===== config.mk =====
export PLATFORM = sky130hd
export DESIGN_NAME = cfg_handshake
export DESIGN_NICKNAME = d
export VERILOG_FILES = /design/src/rtl/cfg_handshake_pkg.sv /design/src/rtl/cfg_handshake_edges.sv /design/src/rtl/cfg_handshake_rstval.sv /design/src/rtl/cfg_handshake_status.sv /design/src/rtl/cfg_handshake_mask.sv /design/src/rtl/cfg_handshake.sv
export SDC_FILE = /design/constraint.sdc
export NUM_CORES = 1
export LEC_CHECK = 0
export CAP_MARGIN = 20
export CORE_ASPECT_RATIO = 0.9
export CORE_UTILIZATION = 36
export CTS_BUF_LIST = sky130_fd_sc_hd__clkbuf_8
export CTS_CLUSTER_SIZE = 12
export DETAILED_ROUTE_END_ITERATION = 8
export GPL_TIMING_DRIVEN = 1
export PLACE_DENSITY = 0.78
export SETUP_SLACK_MARGIN = 0.15
export SLEW_MARGIN = 20
export SYNTH_ARGS = -nofsm -noshare
export SYNTH_HDL_FRONTEND = slang
export SYNTH_SLANG_ARGS = --single-unit

===== constraint.sdc =====
create_clock -name clk -period 1.3 [get_ports clk]
set_input_delay 0.325 -clock clk [delete_from_list [all_inputs] [get_ports clk]]
set_output_delay 0.325 -clock clk [all_outputs]
set_load 0.01 [all_outputs]

===== src/rtl/cfg_handshake_pkg.sv =====
package cfg_handshake_pkg;

   // transitions detected on one configuration write
   typedef struct packed {
      logic en_rise;
      logic en_fall;
      logic shn_rise;
      logic shn_fall;
   } cc_edges_t;

   // builds a word of width w with only bit pos set
   function automatic logic [63:0] one_hot64(input int pos);
      logic [63:0] v;
      v = '0;
      v[pos] = 1'b1;
      return v;
   endfunction

endpackage


===== src/rtl/cfg_handshake_edges.sv =====
module cfg_handshake_edges
   import cfg_handshake_pkg::*;
#(
   parameter int DATA_W  = 32,
   parameter int EN_POS  = 0,
   parameter int SHN_LSB = 14,
   parameter int SHN_W   = 2
) (
   input  logic              wr_en,
   input  logic [DATA_W-1:0] old_cc,
   input  logic [DATA_W-1:0] new_cc,
   output cc_edges_t         edges
);

   logic old_shn_act;
   logic new_shn_act;

   assign old_shn_act = |old_cc[SHN_LSB +: SHN_W];
   assign new_shn_act = |new_cc[SHN_LSB +: SHN_W];

   always_comb begin
      edges          = '0;
      edges.en_rise  = wr_en &&  new_cc[EN_POS] && !old_cc[EN_POS];
      edges.en_fall  = wr_en && !new_cc[EN_POS] &&  old_cc[EN_POS];
      edges.shn_rise = wr_en &&  new_shn_act && !old_shn_act;
      edges.shn_fall = wr_en && !new_shn_act &&  old_shn_act;
   end

endmodule


===== src/rtl/cfg_handshake_rstval.sv =====
module cfg_handshake_rstval #(
   parameter int DATA_W     = 32,
   parameter int CFS_POS    = 1,
   parameter bit VF_CAPABLE = 1'b1
) (
   input  logic              is_virtual_i,
   input  logic              sec_online_i,
   output logic [DATA_W-1:0] rst_val
);

   localparam logic [DATA_W-1:0] FATAL_ONLY = DATA_W'(1) << CFS_POS;

   generate
      if (VF_CAPABLE) begin : g_vf
         assign rst_val = (is_virtual_i && !sec_online_i) ? FATAL_ONLY : '0;
      end else begin : g_pf
         logic unused_in;
         assign unused_in = is_virtual_i ^ sec_online_i;
         assign rst_val   = unused_in ? '0 : '0;
      end
   endgenerate

endmodule


===== src/rtl/cfg_handshake_status.sv =====
module cfg_handshake_status
   import cfg_handshake_pkg::*;
#(
   parameter int DATA_W    = 32,
   parameter int RDY_POS   = 0,
   parameter int CFS_POS   = 1,
   parameter int SHST_LSB  = 2,
   parameter int SHST_W    = 2,
   parameter int SHST_DONE = 2
) (
   input  logic [DATA_W-1:0] csts_cur,
   input  cc_edges_t         edges,
   input  logic              start_fail_i,
   input  logic [DATA_W-1:0] rst_val,
   output logic [DATA_W-1:0] csts_nxt
);

   localparam logic [DATA_W-1:0] FATAL_ONLY = DATA_W'(1) << CFS_POS;
   localparam logic [SHST_W-1:0] SH_DONE    = SHST_W'(SHST_DONE);

   always_comb begin
      csts_nxt = csts_cur;
      // shutdown transitions first
      if (edges.shn_rise) begin
         csts_nxt[SHST_LSB +: SHST_W] = '0;
         csts_nxt[SHST_LSB +: SHST_W] = SH_DONE;
      end else if (edges.shn_fall) begin
         csts_nxt[SHST_LSB +: SHST_W] = '0;
      end
      // enable transitions second; a disable replaces everything
      if (edges.en_rise) begin
         if (start_fail_i) begin
            csts_nxt = FATAL_ONLY;
         end else begin
            csts_nxt[RDY_POS] = 1'b1;
         end
      end else if (edges.en_fall) begin
         csts_nxt = rst_val;
      end
   end

endmodule


===== src/rtl/cfg_handshake_mask.sv =====
module cfg_handshake_mask #(
   parameter int MASK_W = 32
) (
   input  logic              clk,
   input  logic              rst_n,
   input  logic              clear,
   input  logic              set_wr,
   input  logic              clr_wr,
   input  logic [MASK_W-1:0] data,
   output logic [MASK_W-1:0] mask_q
);

   logic [MASK_W-1:0] after_set;
   logic [MASK_W-1:0] mask_d;

   always_comb begin
      after_set = set_wr ? (mask_q | data) : mask_q;
      mask_d    = clr_wr ? (after_set & ~data) : after_set;
      if (clear) begin
         mask_d = '0;
      end
   end

   always_ff @(posedge clk or negedge rst_n) begin
      if (!rst_n) begin
         mask_q <= '0;
      end else begin
         mask_q <= mask_d;
      end
   end

endmodule


===== src/rtl/cfg_handshake.sv =====
module cfg_handshake
   import cfg_handshake_pkg::*;
#(
   parameter int DATA_W     = 32,
   parameter int MASK_W     = 32,
   parameter int EN_POS     = 0,
   parameter int SHN_LSB    = 14,
   parameter int SHN_W      = 2,
   parameter int RDY_POS    = 0,
   parameter int CFS_POS    = 1,
   parameter int SHST_LSB   = 2,
   parameter int SHST_W     = 2,
   parameter int SHST_DONE  = 2,
   parameter bit VF_CAPABLE = 1'b1
) (
   input  logic              clk,
   input  logic              rst_n,
   input  logic              cc_wr_en,
   input  logic [DATA_W-1:0] cc_wr_data,
   input  logic              start_fail_i,
   input  logic              is_virtual_i,
   input  logic              sec_online_i,
   input  logic              fn_reset_req,
   input  logic              msk_set_wr,
   input  logic              msk_clr_wr,
   input  logic [MASK_W-1:0] msk_data,
   output logic [DATA_W-1:0] cc_q,
   output logic [DATA_W-1:0] csts_q,
   output logic [MASK_W-1:0] int_mask_q,
   output logic              start_req_o,
   output logic              shdn_req_o
);

   localparam int SHN_MSB  = SHN_LSB + SHN_W - 1;
   localparam int SHST_MSB = SHST_LSB + SHST_W - 1;

   // elaboration-time parameter checks
   generate
      if (DATA_W < 8 || DATA_W > 64) begin : g_bad_width
         $error("cfg_handshake: DATA_W out of range");
      end
      if (SHN_MSB >= DATA_W || EN_POS >= DATA_W) begin : g_bad_cc
         $error("cfg_handshake: configuration field outside word");
      end
      if (SHST_MSB >= DATA_W || RDY_POS >= DATA_W || CFS_POS >= DATA_W) begin : g_bad_st
         $error("cfg_handshake: status field outside word");
      end
      if (RDY_POS == CFS_POS) begin : g_bad_overlap
         $error("cfg_handshake: ready and fatal share a bit");
      end
      if (SHST_DONE == 0 || SHST_DONE >= (1 << SHST_W)) begin : g_bad_code
         $error("cfg_handshake: shutdown-complete code invalid");
      end
   endgenerate

   cc_edges_t         edges;
   logic [DATA_W-1:0] rst_val;
   logic [DATA_W-1:0] csts_nxt;
   logic              ctrl_reset;

   cfg_handshake_edges #(
      .DATA_W (DATA_W),
      .EN_POS (EN_POS),
      .SHN_LSB(SHN_LSB),
      .SHN_W  (SHN_W)
   ) u_edges (
      .wr_en (cc_wr_en),
      .old_cc(cc_q),
      .new_cc(cc_wr_data),
      .edges (edges)
   );

   cfg_handshake_rstval #(
      .DATA_W    (DATA_W),
      .CFS_POS   (CFS_POS),
      .VF_CAPABLE(VF_CAPABLE)
   ) u_rstval (
      .is_virtual_i(is_virtual_i),
      .sec_online_i(sec_online_i),
      .rst_val     (rst_val)
   );

   cfg_handshake_status #(
      .DATA_W   (DATA_W),
      .RDY_POS  (RDY_POS),
      .CFS_POS  (CFS_POS),
      .SHST_LSB (SHST_LSB),
      .SHST_W   (SHST_W),
      .SHST_DONE(SHST_DONE)
   ) u_status (
      .csts_cur    (csts_q),
      .edges       (edges),
      .start_fail_i(start_fail_i),
      .rst_val     (rst_val),
      .csts_nxt    (csts_nxt)
   );

   // any reset kind clears mask and configuration
   assign ctrl_reset = fn_reset_req || edges.en_fall;

   cfg_handshake_mask #(
      .MASK_W(MASK_W)
   ) u_mask (
      .clk   (clk),
      .rst_n (rst_n),
      .clear (ctrl_reset),
      .set_wr(msk_set_wr),
      .clr_wr(msk_clr_wr),
      .data  (msk_data),
      .mask_q(int_mask_q)
   );

   always_ff @(posedge clk or negedge rst_n) begin
      if (!rst_n) begin
         cc_q        <= '0;
         csts_q      <= '0;
         start_req_o <= 1'b0;
         shdn_req_o  <= 1'b0;
      end else if (fn_reset_req) begin
         cc_q        <= '0;
         csts_q      <= rst_val;
         start_req_o <= 1'b0;
         shdn_req_o  <= 1'b0;
      end else begin
         start_req_o <= edges.en_rise;
         shdn_req_o  <= edges.shn_rise;
         if (cc_wr_en) begin
            cc_q   <= edges.en_fall ? '0 : cc_wr_data;
            csts_q <= csts_nxt;
         end
      end
   end

endmodule


==> metrics.md, run 1 <==
| Metric | Value |
|---|---|
| Global Route met3 Usage | `3.93%` |
| Initial standard-cell utilization of the core | `37.1%` |
| I/O pin count | `roughly 170` |
| Detailed placement HPWL | `5520 microns` |
| Summed area of non-filler cells in the final layout | `5180 sq um` |
| Share of flip-flops with an asynchronous set or reset | `100%` |
| Area grow syn2layout | `63.0%` |
| Max-Cap Viols | `0` |
| Clock-pin transition on the worst setup and hold timing paths | `80 ps` |
| Clock Latency Late Sink | `340 ps` |
| Wire length per cell after detailed routing | `14.5 microns` |
| Clock sink count | `70` |
| Final clock period utilization by the worst path | `96.8%` |
| Type of the worst setup path | `reg2reg` |
| Synthesized area | `3180 sq um` |
| DRC violation total after the first TritonRoute iteration | `61` |
| Seq/Total Area, Yosys | `55.1%` |
| Worst-path fanout max | `33` |
| Fin. max-slew vios | `0` |
| Total track usage | `18.0%` |
| Gate power share | `19.9%` |
| Vias in the first global route | `roughly 2700` |
| Cell-internal power | `approximately 4.4 mW` |
| Met1 layer usage reported by global route | `21.7%` |
| Layer with the highest usage | `met2` |
| Final Hold Violating Endpoints | `4` |
| Maximum root-to-sink buffer count | `2` |
| Post-synth EDFFs | `0` |
| Worst endpoint data arrival time | `1510 ps` |
| Total grt overflow | `0` |
| CTS hold repair buffers | `0` |
| Status | `finished with violations` |
| Final Net Count | `566` |
| Psw | `1.48 mW` |
| Average instance area after synthesis | `10.5 sq um` |
| Worst min-delay path class | `in2async` |
| Final Wtd Congestion | `0.771` |
| Post-place instance area | `4740 sq um` |
| Maximum clock frequency | `0.794 GHz` |
| DR vias | `2866` |
| Total core area | `8570 sq um` |
| Layout cell share with drive strength beyond 1 | `37.3%` |
| Summed negative setup slack over all endpoints | `0 ps` |
| Pin count of the biggest net entering global routing | `71` |
| Crit start category | `register` |
| Syn. warnings | `0` |
| Count of different cell masters after synthesis | `28` |
| Worst supply voltage drop on vdd | `0.577 mV` |
| Post-layout min period | `1260 ps` |
| Number of clock buffers inserted by TritonCTS | `9` |
| Antenna diodes | `0` |
| Switching Share | `25.1%` |
| Initial antenna violation count | `0` |
| Worst flop-to-flop path endpoint | `cc_q[5]$_DFFE_PN0P_` |
| Die Span Y | `between 90 and 100 microns` |
| Cells after Synth | `a little over 300` |
| Flop pwr share | `about two fifths` |
| Leakage Power | `2.51 nW` |
| Reg2Reg Setup Slack | `40 ps` |
| Violated checks | `negative hold slack` |
| CP cell instances | `nor2b_4, a21o_4, buf_12, o21ai_1` |
| Most frequently used flop master after synthesis | `dfrtp_1` |
| Required @ worst endpoint | `1550 ps` |
| Critical-path top delay cell | `dfrtp_1` |
| R2r worst-path depth | `4` |
| Depth of the CTS H-tree | `3` |
| Die Wd | `101 microns` |
| Reg2Reg Launch Point | `cc_q[0]$_DFFE_PN0P_` |
| Remaining antenna violation count after routing | `0` |
| Number of remaining DRC errors | `0` |
| Power density over cell area | `1140 nW/um^2` |
| Sum of routed wire length over all layers | `8930 microns` |
| Synthesis-stage register bit count | `70` |
| Nature of the critical path endpoint | `register` |
| RSZ-0062 raised after global routing | `yes` |
| Clock tree from TritonCTS | `yes` |
| Endpoints failing setup | `0` |
| Clock share of power | `between 30% and 40%` |
| Row count | `32` |
| Wire length of the first global-routing pass | `12800 microns` |
| Die area | `about 9000 sq um` |
| Worst clock skew | `9.67 ps` |
| Delay of the slowest cell on the worst path | `410 ps` |
| Number of optimization iterations in the first detailed-route pass | `4` |
| Port bufs | `between 100 and 150` |
| Library cell used as clock root buffer | `clkbuf_8` |
| Vias per std cell | `between 4 and 5` |
| Grt met2 use | `30.8%` |
| Minimum hold slack | `-7.15 ps` |
per-stage QoR:
step / instances / setup WS (ps) / utilization, % / power (mW)
finish: 617 / 41.1 / 60.5 / 5.89
global placement: 562 / -394 / 55.3 / 3.52
detailed placement: 562 / -485 / 55.3 / 3.54
floorplan: 331 / 77.6 / - / 2.93
CTS: 600 / 18.4 / 58.1 / 5.87
global route: 617 / -4.90 / 60.5 / 6.13
kinds of logic after synthesis:
group / count (synthesis) / synth area share (%)
buffers and inverters: 50 / 10.3
flip-flops: 70 / 55.1
XOR/XNOR: 1 / 0.276
AND/OR/NAND/NOR: 79 / 10.2
AO/OA/AOI/OAI: 100 / 23.0
other: 1 / 0.118
multiplexers: 3 / 0.945
registers in the layout, indices dropped and copies added (netlist names):
signal         cells
cc_q              32
csts_q             4
shdn_req_o         1
start_req_o        1
u_mask.mask_q     32
synth_stat cells, drive strengths merged (2+ instances only):
cell type,count,area share [%]
buf,38,8.9
a21oi,33,5.2
dfrtp,70,55
nor2,7,0.83
a211oi,32,12
mux2i,3,0.94
clkbuf,11,1.3
nand2,63,7.4
nand3b,2,0.47
o21ai,32,5.0
layer usage:
layer	vias up	part of all wire, %
met1	1350	42
met3	15	6.9
met5	-	0
met2	127	50
li1	1374	-
met4	0	1.6
layout make-up:
type | count | area (sq um)
Timing Repair Buffer | 200 | 1740
Sequential cell | 70 | 1750
Tap cell | 119 | 149
Clock buffer | 9 | 124
Inverter | 1 | 3.75
Clock inverter | 7 | 146
Fill cell | 727 | 3390
Multi-Input combinational cell | 211 | 1260
timing repair:
| action | in CTS | in global routing |
|---|---|---|
| setup endpoints to repair | 136 | 137 |
| resized for setup | 305 | 10 |
| pin swaps | 1 | 4 |
| gates cloned | 3 | 1 |
| buffers inserted | 19 | 16 |
power by group through the flow:
stage,sequential [mW],clock (mW),combinational (mW)
after floorplan,2.50,0,0.434
after global placement,2.43,0,1.09
after detailed placement,2.43,0,1.11
after CTS,2.39,2.38,1.10
after global routing,2.41,2.46,1.26
final,2.39,2.32,1.17
how the worst max path moves through the flow:
stage | from | end | slack, ps | cells after the start
2_1_floorplan | cc_q[0]$_DFFE_PN0P_ | u_mask.mask_q[10]$_DFF_PN0_ | 80 | 5
3_3_place_gp | cc_wr_data[0] | cc_q[25]$_DFFE_PN0P_ | -390 | 5
3_5_place_dp | cc_wr_data[0] | cc_q[30]$_DFFE_PN0P_ | -490 | 5
4_1_cts | cc_q[0]$_DFFE_PN0P_ | u_mask.mask_q[0]$_DFF_PN0_ | 20 | 4
5_1_grt | cc_q[0]$_DFFE_PN0P_ | cc_q[31]$_DFFE_PN0P_ | -5 | 4
6_report | cc_q[0]$_DFFE_PN0P_ | cc_q[5]$_DFFE_PN0P_ | 40 | 4
layout by cell type (no fill, tap or decap):
| master | netlist | layout |
|---|---|---|
| a211oi_2 | 28 | 32 |
| a21boi_0 | 1 | 1 |
| a21o_4 | 0 | 1 |
| a21oi_1 | 33 | 33 |
| a32o_1 | 1 | 1 |
| and4b_1 | 1 | 1 |
| buf_12 | 0 | 6 |
| buf_16 | 0 | 2 |
| buf_2 | 5 | 59 |
| buf_4 | 28 | 45 |
| buf_6 | 4 | 15 |
| bufbuf_16 | 0 | 1 |
| bufinv_16 | 0 | 4 |
| clkbuf_16 | 0 | 1 |
| clkbuf_8 | 0 | 9 |
| clkdlybuf4s50_1 | 0 | 68 |
| clkinv_4 | 0 | 3 |
| conb_1 | 1 | 28 |
| dfrtp_1 | 70 | 70 |
| dlygate4sd2_1 | 0 | 3 |
| inv_1 | 1 | 1 |
| mux2i_1 | 3 | 3 |
| nand2_1 | 63 | 63 |
| nand2b_1 | 1 | 1 |
| nand3b_1 | 2 | 2 |
| nor2_1 | 7 | 5 |
| nor2_2 | 0 | 1 |
| nor2_4 | 0 | 1 |
| nor2b_4 | 0 | 1 |
| nor3_1 | 1 | 1 |
| nor3b_1 | 1 | 1 |
| nor4_2 | 0 | 1 |
| o21ai_0 | 1 | 1 |
| o21ai_1 | 31 | 28 |
| o21ai_2 | 0 | 3 |
| or2_4 | 0 | 1 |
| xnor2_1 | 1 | 1 |
critical path, delay by kind of cell, from the launching register on:
family                 cells  cell delay [ps]
AND/OR/NAND/NOR            1              140
AO/OA/AOI/OAI              2              420
flip-flops                 1              410
buffers and inverters      1              180
Note: power is estimated with default switching activity, not from simulation.
==> run 2: changes to the inputs <==
Settings changed: CTS_CLUSTER_SIZE 12 to 28.
==> results of run 2 <==
No change in the layout: final DEF, timing and power equal those of run 1.
==> run 3: changes to the inputs <==
Settings changed: ABC_CLOCK_PERIOD_IN_PS set to 1300.
==> results of run 3 <==
No change in the layout: final DEF, timing and power equal those of run 1.
